[src/rtl/vls_pkg.sv]
`timescale 1ns/1ps
package vls_pkg;
    localparam int INSN_W    = 32;
    localparam int REG_IDX_W = 5;
    localparam int PG_IDX_W  = 3;

    typedef enum logic [1:0] {
        ST_IDLE,
        ST_LANE,
        ST_WAIT,
        ST_WB
    } vls_state_e;
endpackage

[src/rtl/vls_decode.sv]
`timescale 1ns/1ps
module vls_decode
    import vls_pkg::*;
(
    input  logic [INSN_W-1:0]    insn,
    output logic                 pattern_ok,
    output logic                 idx_is_zr,
    output logic                 base_is_sp,
    output logic [REG_IDX_W-1:0] idx_reg,
    output logic [REG_IDX_W-1:0] base_reg,
    output logic [PG_IDX_W-1:0]  pg_reg,
    output logic [REG_IDX_W-1:0] dst_reg
);
    localparam logic [10:0] OPC_HI  = 11'b10100101111;
    localparam logic [2:0]  OPC_MID = 3'b010;

    always_comb begin
        idx_reg    = insn[20:16];
        pg_reg     = insn[12:10];
        base_reg   = insn[9:5];
        dst_reg    = insn[4:0];
        pattern_ok = (insn[31:21] == OPC_HI) && (insn[15:13] == OPC_MID);
        idx_is_zr  = (idx_reg == '1);
        base_is_sp = (base_reg == '1);
    end
endmodule

[src/rtl/vls_agen.sv]
`timescale 1ns/1ps
module vls_agen #(
    parameter int XLEN       = 64,
    parameter int ELEM_BYTES = 8
) (
    input  logic [XLEN-1:0] base,
    input  logic [XLEN-1:0] offset,
    output logic [XLEN-1:0] addr
);
    localparam int SHIFT = $clog2(ELEM_BYTES);

    always_comb begin
        addr = base + (offset << SHIFT);
    end
endmodule

[src/rtl/vls_lane_buf.sv]
`timescale 1ns/1ps
module vls_lane_buf #(
    parameter int NUM_ELEM = 4,
    parameter int ELEM_W   = 64,
    localparam int IDX_W   = (NUM_ELEM > 1) ? $clog2(NUM_ELEM) : 1
) (
    input  logic                       clk,
    input  logic                       rst_n,
    input  logic                       wr_en,
    input  logic [IDX_W-1:0]           wr_lane,
    input  logic [ELEM_W-1:0]          wr_data,
    output logic [NUM_ELEM*ELEM_W-1:0] vec
);
    for (genvar i = 0; i < NUM_ELEM; i++) begin : g_lane
        logic [ELEM_W-1:0] lane_d, lane_q;

        always_comb begin
            lane_d = lane_q;
            if (wr_en && (wr_lane == IDX_W'(i))) begin
                lane_d = wr_data;
            end
        end

        always_ff @(posedge clk or negedge rst_n) begin
            if (!rst_n) lane_q <= '0;
            else        lane_q <= lane_d;
        end

        assign vec[i*ELEM_W +: ELEM_W] = lane_q;
    end
endmodule

[src/rtl/vec_ld_seq.sv]
`timescale 1ns/1ps
module vec_ld_seq
    import vls_pkg::*;
#(
    parameter int NUM_ELEM      = 4,
    parameter int ELEM_W        = 64,
    parameter int XLEN          = 64,
    parameter int PRED_GRP      = 8,
    parameter int SP_ALIGN_BITS = 4,
    localparam int IDX_W        = (NUM_ELEM > 1) ? $clog2(NUM_ELEM) : 1,
    localparam int PRED_W       = NUM_ELEM * PRED_GRP,
    localparam int VEC_W        = NUM_ELEM * ELEM_W
) (
    input  logic                 clk,
    input  logic                 rst_n,
    input  logic                 in_valid,
    output logic                 in_ready,
    input  logic [INSN_W-1:0]    in_insn,
    output logic [REG_IDX_W-1:0] gpr_rn_idx,
    input  logic [XLEN-1:0]      gpr_rn_data,
    output logic [REG_IDX_W-1:0] gpr_rm_idx,
    input  logic [XLEN-1:0]      gpr_rm_data,
    input  logic [XLEN-1:0]      sp_data,
    output logic [PG_IDX_W-1:0]  pred_idx,
    input  logic [PRED_W-1:0]    pred_data,
    output logic                 mreq_valid,
    input  logic                 mreq_ready,
    output logic [XLEN-1:0]      mreq_addr,
    input  logic                 mresp_valid,
    input  logic [ELEM_W-1:0]    mresp_data,
    output logic                 wb_valid,
    output logic [REG_IDX_W-1:0] wb_idx,
    output logic [VEC_W-1:0]     wb_data,
    output logic                 undef_o,
    output logic                 align_err_o
);
    typedef struct packed {
        vls_state_e           st;
        logic [IDX_W-1:0]     elem;
        logic [XLEN-1:0]      offset;
        logic [XLEN-1:0]      base;
        logic [NUM_ELEM-1:0]  mask;
        logic [REG_IDX_W-1:0] dst;
        logic                 undef;
        logic                 aerr;
    } seq_t;

    seq_t seq_d, seq_q;

    // decode of the offered word
    logic                 dec_ok, dec_zr, dec_sp;
    logic [REG_IDX_W-1:0] dec_dst;

    vls_decode u_dec (
        .insn       (in_insn),
        .pattern_ok (dec_ok),
        .idx_is_zr  (dec_zr),
        .base_is_sp (dec_sp),
        .idx_reg    (gpr_rm_idx),
        .base_reg   (gpr_rn_idx),
        .pg_reg     (pred_idx),
        .dst_reg    (dec_dst)
    );

    // one predicate bit per lane: lowest bit of its group
    logic [NUM_ELEM-1:0] pred_mask;
    for (genvar e = 0; e < NUM_ELEM; e++) begin : g_mask
        assign pred_mask[e] = pred_data[e*PRED_GRP];
    end
    logic unused_pred_bits;
    assign unused_pred_bits = ^pred_data;

    vls_agen #(.XLEN(XLEN), .ELEM_BYTES(ELEM_W/8)) u_agen (
        .base   (seq_q.base),
        .offset (seq_q.offset),
        .addr   (mreq_addr)
    );

    logic              lb_we;
    logic [ELEM_W-1:0] lb_data;

    vls_lane_buf #(.NUM_ELEM(NUM_ELEM), .ELEM_W(ELEM_W)) u_buf (
        .clk     (clk),
        .rst_n   (rst_n),
        .wr_en   (lb_we),
        .wr_lane (seq_q.elem),
        .wr_data (lb_data),
        .vec     (wb_data)
    );

    logic lane_done;
    logic sp_misaligned;
    assign sp_misaligned = |sp_data[SP_ALIGN_BITS-1:0];

    always_comb begin
        seq_d      = seq_q;
        seq_d.undef = 1'b0;
        seq_d.aerr  = 1'b0;
        lane_done  = 1'b0;
        lb_we      = 1'b0;
        lb_data    = '0;
        mreq_valid = 1'b0;
        unique case (seq_q.st)
            ST_IDLE: begin
                if (in_valid) begin
                    if (!dec_ok || dec_zr) begin
                        seq_d.undef = 1'b1;
                    end else if (dec_sp && sp_misaligned) begin
                        seq_d.aerr = 1'b1;
                    end else begin
                        seq_d.st     = ST_LANE;
                        seq_d.elem   = '0;
                        seq_d.offset = gpr_rm_data;
                        seq_d.base   = dec_sp ? sp_data : gpr_rn_data;
                        seq_d.mask   = pred_mask;
                        seq_d.dst    = dec_dst;
                    end
                end
            end
            ST_LANE: begin
                if (seq_q.mask[seq_q.elem]) begin
                    mreq_valid = 1'b1;
                    if (mreq_ready) seq_d.st = ST_WAIT;
                end else begin
                    lb_we     = 1'b1;
                    lane_done = 1'b1;
                end
            end
            ST_WAIT: begin
                if (mresp_valid) begin
                    lb_we     = 1'b1;
                    lb_data   = mresp_data;
                    lane_done = 1'b1;
                end
            end
            ST_WB: begin
                seq_d.st = ST_IDLE;
            end
            default: seq_d.st = ST_IDLE;
        endcase
        if (lane_done) begin
            seq_d.offset = seq_q.offset + XLEN'(1);
            if (seq_q.elem == IDX_W'(NUM_ELEM - 1)) begin
                seq_d.st = ST_WB;
            end else begin
                seq_d.elem = seq_q.elem + IDX_W'(1);
                seq_d.st   = ST_LANE;
            end
        end
    end

    always_ff @(posedge clk or negedge rst_n) begin
        if (!rst_n) begin
            seq_q    <= '0;
            seq_q.st <= ST_IDLE;
        end else begin
            seq_q <= seq_d;
        end
    end

    assign in_ready    = (seq_q.st == ST_IDLE);
    assign wb_valid    = (seq_q.st == ST_WB);
    assign wb_idx      = seq_q.dst;
    assign undef_o     = seq_q.undef;
    assign align_err_o = seq_q.aerr;

    // a stalled request holds
    p_req_hold_r10: assert property (@(posedge clk) disable iff (!rst_n)
        (mreq_valid && !mreq_ready) |=> (mreq_valid && $stable(mreq_addr)));

    // outcomes are exclusive, and write-back is a single pulse
    p_outcome_excl_r8: assert property (@(posedge clk) disable iff (!rst_n)
        $onehot0({wb_valid, undef_o, align_err_o}));
    p_wb_pulse_r8: assert property (@(posedge clk) disable iff (!rst_n)
        wb_valid |=> !wb_valid);

    // a rejected instruction never reaches memory
    p_no_req_on_err_r7: assert property (@(posedge clk) disable iff (!rst_n)
        (undef_o || align_err_o) |-> !mreq_valid);

    // a legal accept leaves idle, a rejected one stays idle
    p_accept_ready_r9: assert property (@(posedge clk) disable iff (!rst_n)
        (in_valid && in_ready) |=> (in_ready == (undef_o || align_err_o)));

    // no memory traffic while idle
    p_idle_quiet_r1: assert property (@(posedge clk) disable iff (!rst_n)
        in_ready |-> !mreq_valid);
endmodule

[config.mk]
export PLATFORM = sky130hd
export DESIGN_NAME = vec_ld_seq
export DESIGN_NICKNAME = d
export VERILOG_FILES = /design/src/rtl/vls_pkg.sv /design/src/rtl/vls_decode.sv /design/src/rtl/vls_agen.sv /design/src/rtl/vls_lane_buf.sv /design/src/rtl/vec_ld_seq.sv
export SDC_FILE = /design/constraint.sdc
export NUM_CORES = 1
export LEC_CHECK = 0
export BUFFER_PORTS_ARGS = -buffer_cell sky130_fd_sc_hd__buf_2
export CORE_AREA = 2 2 261 263
export DETAILED_ROUTE_END_ITERATION = 8
export DIE_AREA = 0 0 263 265
export SYNTH_ARGS = -nofsm -noshare
export SYNTH_HDL_FRONTEND = slang
export SYNTH_SLANG_ARGS = --single-unit
[constraint.sdc]
create_clock -name clk -period 4.7 [get_ports clk]
set_clock_uncertainty 0.1 [all_clocks]
set_input_delay 1.175 -clock clk [delete_from_list [all_inputs] [get_ports clk]]
set_output_delay 1.175 -clock clk [all_outputs]
set_load 0.1 [all_outputs]
Word level (Yosys, flattened, before mapping)

Index checks and enable logic that the tools add are counted.

Register bits: 399
Output and inout port bits: 343

Add/subtract/negate cells: 3
$lt $le $gt $ge: 1
Eq/ne operators: 17
Multiplexer cells: 23
Bitwise gates (word level): 2
Reductions and logical operators: 17

Operators with widths:

| cell                                                                         | number |
|---|---|
| 141-bit two-way mux                                                          | 3 |
| 64-bit two-way mux                                                           | 3 |
| 143-bit two-way mux                                                          | 1 |
| 68-bit two-way mux                                                           | 1 |
| 64-bit by 1-bit adder with 64-bit output, second input constant              | 1 |
| 64-bit adder                                                                 | 1 |
| 3-bit by 2-bit inequality test with 1-bit output, second input constant      | 5 |
| 11-bit equality test, second input constant                                  | 1 |
| 5-bit equality test, second input constant                                   | 2 |
| 2-bit equality test, second input constant                                   | 4 |
| 1-bit two-way mux                                                            | 8 |
| 2-bit two-way mux                                                            | 4 |
| 4-bit AND reduction                                                          | 2 |
| 1-bit logical AND                                                            | 6 |
| 2-bit one-hot mux with 3 select lines                                        | 1 |
| 6-bit AND reduction                                                          | 1 |
| 2-bit by 1-bit equality test with 1-bit output, second input constant        | 2 |
| 2-bit logical NOT                                                            | 2 |
| 2-bit by 1-bit inequality test with 1-bit output, second input constant      | 2 |
| 2-bit nonzero test                                                           | 2 |
| 4-bit nonzero test                                                           | 1 |
| 4-bit OR reduction                                                           | 1 |
| 3-bit by 2-bit equality test with 1-bit output, second input constant        | 1 |
| 2-bit by 3-bit less-than comparator with 1-bit output, second input constant | 1 |
| other kinds (6)                                                              | 7 |

Logic depth before layout (Yosys ltp)

Depth after elaboration: 9
Gate-level depth with buffers: 13
Gate-level depth less buffers: 13

By module

From an unflattened synthesis, not the netlist that was laid out.

Cells, all modules: 2020
Area, all modules: 21450.6 µm²

Modules (own cells, without submodules):

| module       | times used | cells each | area each (µm²) |
|---|---|---|---|
| vls_lane_buf | 1          | 543        | 9581.7 |
| vec_ld_seq   | 1          | 909        | 8001.4 |
| vls_agen     | 1          | 539        | 3657.3 |
| vls_decode   | 1          | 29         | 210.2 |

Least setup slack after synthesis

Ideal clock, no wire load.

Kind: register to output
Start: register seq_q[78] (netlist name)
End: output port mreq_addr[50]
Data arrival time: 4.175 ns
Path slack: -0.750 ns
Cell stages (with the launch flop): 13
Buffers on the path: 0
Cell sequence: dfrtp_1 -> ha_1 -> a21oi_1 -> nor2b_1 -> a311o_1 -> o21a_1 -> a211o_1 -> a31oi_4 -> o21ai_2 -> o21a_1 -> a21oi_2 -> o21bai_1 -> xnor2_1

Cells in the longest elaborated chain, start to end: 1

Ends and longest elaborated chain:

| item                     | line              | text |
|---|---|---|
| start: declaration       | vec_ld_seq.sv:48  | `seq_t seq_d, seq_q;` |
| start signal: assignment | vec_ld_seq.sv:157 | `seq_q <= seq_d;` |
| 64-bit adder             | vls_agen.sv:13    | `addr = base + (offset << SHIFT);` |
| end: declaration         | vec_ld_seq.sv:28  | `output logic [XLEN-1:0] mreq_addr,` |

Every way passes these cells.

Worst setup path after layout

Start: register seq_q[14] (netlist name)
End: output port mreq_addr[63]

The elaborated chain is that of the path after synthesis.

==> impl_metrics.toml <==
[layout]
nets = 3233
n_fill_cell = 6599
layout-drive-gt1-share_pct = 33.4
area_delta_synth_final_pct = 40.5
final-instance-count-excl-fill = 3750
final_cell_area_um2 = 27900

[synth]
ys_seq_elements = 396
yosysWarnings = 0
synth-edff-count = 0
synth_area_leaders = "dfrtp_1, nand2_1, o21ai_0"
synth.largest_area_cell = "dfrtp_1"
avgSynthCellArea_um2 = 9.06
synth_cell_type_count = 75
syn-cell-area_um2 = 19800
synth_nets = 2587
synth_flop_cell = "dfrtp_1"
netlist_instances = 2191
post-synth-top-area-fraction_pct = 49.9
seq_area_frac_synth_pct = 49.9
async_flop_share_pct = 100

[global_routing]
grt_usage_pct = 20.1
grt_pass1_wl_um = 109000
first_global_vias = 18400
grt.overflow.total = 0
antenna_found_initial = 7
grt_max_degree = 115

[route]
drt_iter0_markers = 1015
wl_per_cell_um = 19.2
vias = 18400
drc = 0
vias_per_cell = 4.90
drtAntennaViolNets = 0
drt-total-wl_um = 72100
first_pass_iters = 7

[clock_network]
cts.sinks = 396
clkTransAtPathRegs_ns = 0.06
cts_hold_buf = 0
cts_inserted_buffers = 47
clkLatencyLatePin_ns = 0.59
h-tree-depth = 2
cts_buffer_depth = 3
clk_root_buffer_cell = "clkbuf_16"
cts_tree = "done"

[timing]
worst_pin_slew_ns = 0.926
setup_slack_ns = -0.509
final-setup-viol-count = 28
drv_slew = 0
finalHoldViolCount = 0
whs_ns = 0.371
slew_headroom_pct = 37.8
rsz0062_at_grt = "yes"
fmax_ghz = 0.192
period_needed_ns = 5.21
min_period_over_period_pct = 111

[floorplanning]
coreArea_um2 = 66800
pin_count = 668
dieArea_um2 = 69700
dieHeight_um = 265
dieWidth_um = 263
row_count = 95
start_util_pct = 29.7

[power]
power_w = 0.0198
leakagePower_nw = 14.2
ir_drop_uv = 804
pwr_density_cell_nw_per_um2 = 709

[setup_path]
critPathMaxFanout = 2
cp.required_ns = 3.42
path_buf_inv = 1
worstPathCellList = "ha_2 > fa_2 > a211oi_2 > o21a_1 > a21oi_2 > a31oi_2 > o211ai_1 > a21oi_2 > o2bb2ai_4 > o21ai_2 > a221o_1 > a21oi_2 > xnor2_2 > buf_12"
max_stage_delay_ns = 0.39
critical_path.startpoint_type = "flop"
worst-r2r-cell-count = 7
critPathTopFamily = "compound AO/OA/AOI/OAI gates"
slowest_stage = "dfrtp_1"
end_kind = "output port"
cp.depth = 14
worst_path_most_repeated_cell = "a21oi_2"
path_class = "flop to output port"
arrival_ns = 3.93

[placement]
hpwl_um = 54100
placed_area_um2 = 25200
gp_congestion = 0.919
dpl.cell_count = 3636
portBuffers = 630

[min_path]
whs_path_depth = 2
hold_class = "flop to flop"

[job]
max-cap-violations = 0

[outcome]
status = "finished, violations left"
violations = "setup timing"
-- flip-flops by register name (all words and copies together), names as in the netlist --
name and flops:
align_err_o 1, seq_q 133, u_buf.g_lane.lane_q 256, undef_o 1, wb_idx 5
-- synthesized netlist by cell type, types with 3 or more instances --
cell type,instances
nand2_1,450
dfrtp_1,396
o21ai_0,295
a21oi_1,160
nor2_1,149
clkbuf_1,125
ha_1,70
mux2i_1,66
nand3_1,58
xnor2_1,41
nand4_1,33
o211ai_1,29
xor2_1,28
a21o_1,27
nor3_1,26
buf_4,21
inv_1,21
and3_1,18
o21a_1,15
a211oi_1,14
nor2b_1,13
o21ai_1,13
o21bai_1,13
and2_1,10
mux2_2,10
nor4_1,7
a211o_1,4
a311oi_1,4
a31oi_1,4
nand2b_1,4
o221a_2,4
or3_1,4
buf_1,3
nor3_2,3
o22ai_1,3
o311ai_0,3
-- placed cells by master, fill, tap and decap left out, types with 11 or more instances in the layout --
| cell type | instances |
|---|---|
| clkbuf_16 | 48 |
| o21bai_1 | 12 |
| nor2b_1 | 12 |
| dfrtp_1 | 395 |
| buf_2 | 587 |
| o21ai_0 | 292 |
| xnor2_1 | 19 |
| mux2i_1 | 66 |
| nand2_1 | 441 |
| nand3_1 | 57 |
| inv_1 | 21 |
| buf_6 | 28 |
| xor2_1 | 12 |
| nand4_1 | 33 |
| buf_12 | 49 |
| o211ai_1 | 29 |
| xnor2_2 | 13 |
| o21a_1 | 15 |
| and3_1 | 18 |
| nor3_1 | 23 |
| nor2_1 | 145 |
| ha_1 | 60 |
| a211oi_1 | 11 |
| a21o_1 | 26 |
| buf_4 | 80 |
| a21oi_1 | 147 |
-- cell type report --
type	instances	area (µm²)	area share [%]
diodes	2	5.00	0.0179
inverters	22	82.6	0.296
clock inverters	22	338	1.21
flip-flops and latches	396	9910	35.5
repair buffers	748	4890	17.5
clock buffers	65	1360	4.86
multi-input cells	1622	10200	36.6
well taps	873	1090	3.92
-- logic make-up after synthesis --
group,synth area share (%)
buffers and inverters,3.68
multiplexers,4.01
AO/OA/AOI/OAI,17.9
flip-flops,49.9
AND/OR/NAND/NOR,16.9
XOR/XNOR,3.05
adder cells (fa/ha/maj),4.51
-- worst paths after layout --
check                                                   to  slack (ns)                        from
worst max register to register                   seq_q[90]        1.15                  seq_q[139]
worst min register to register  u_buf.g_lane[2].lane_q[48]        0.37  u_buf.g_lane[2].lane_q[48]
worst max-delay path                         mreq_addr[63]       -0.51                   seq_q[14]
max in group asynchronous                       seq_q[132]        3.02                       rst_n
min in group asynchronous       u_buf.g_lane[1].lane_q[43]        0.51                       rst_n
worst min-delay path            u_buf.g_lane[2].lane_q[48]        0.37  u_buf.g_lane[2].lane_q[48]
-- what timing repair did --
item,in CTS,in global routing
gates resized for setup,88,61
cloned,0,0
buffers inserted,45,13
endpoints found under the setup margin,46,38
pin swaps,48,25
-- report_power, final --
| part | leakage [nW] | internal (W) | total, W | switching (W) |
|---|---|---|---|---|
| sequential | 5.42 | 0.00438 | 0.00492 | 0.000544 |
| combinational | 7.90 | 0.00152 | 0.0109 | 0.00934 |
| clock | 0.830 | 0.00242 | 0.00398 | 0.00156 |
| total | 14.2 | 0.00832 | 0.0198 | 0.0114 |
-- worst min-delay path, cell delays in order (launching register included) --
cell and delay, ns:
dfrtp_1 0.34, nand2_1 0.04, o21ai_0 0.06
-- layer usage --
metal | vias to the layer above | global-route usage [%] | routed length, µm
met2 | 631 | 34.8 | 35200
met1 | 8746 | 24.6 | 29700
li1 | 8888 | - | -
met5 | - | 0 | 46
met3 | 106 | 5.52 | 5570
met4 | 8 | 5.05 | 1580
-- metrics by stage --
step                worst slack [ns]  setup TNS, ns  utilization (%)
floorplan                     -0.184         -0.804                -
CTS                           -0.620          -7.17             41.2
detailed placement            -0.309          -1.04             37.7
global route                  -0.697         -10.56             41.7
global placement              -0.269         -0.875             37.7
finish                        -0.509          -6.41             41.7
(Power assumes the default switching activity.)
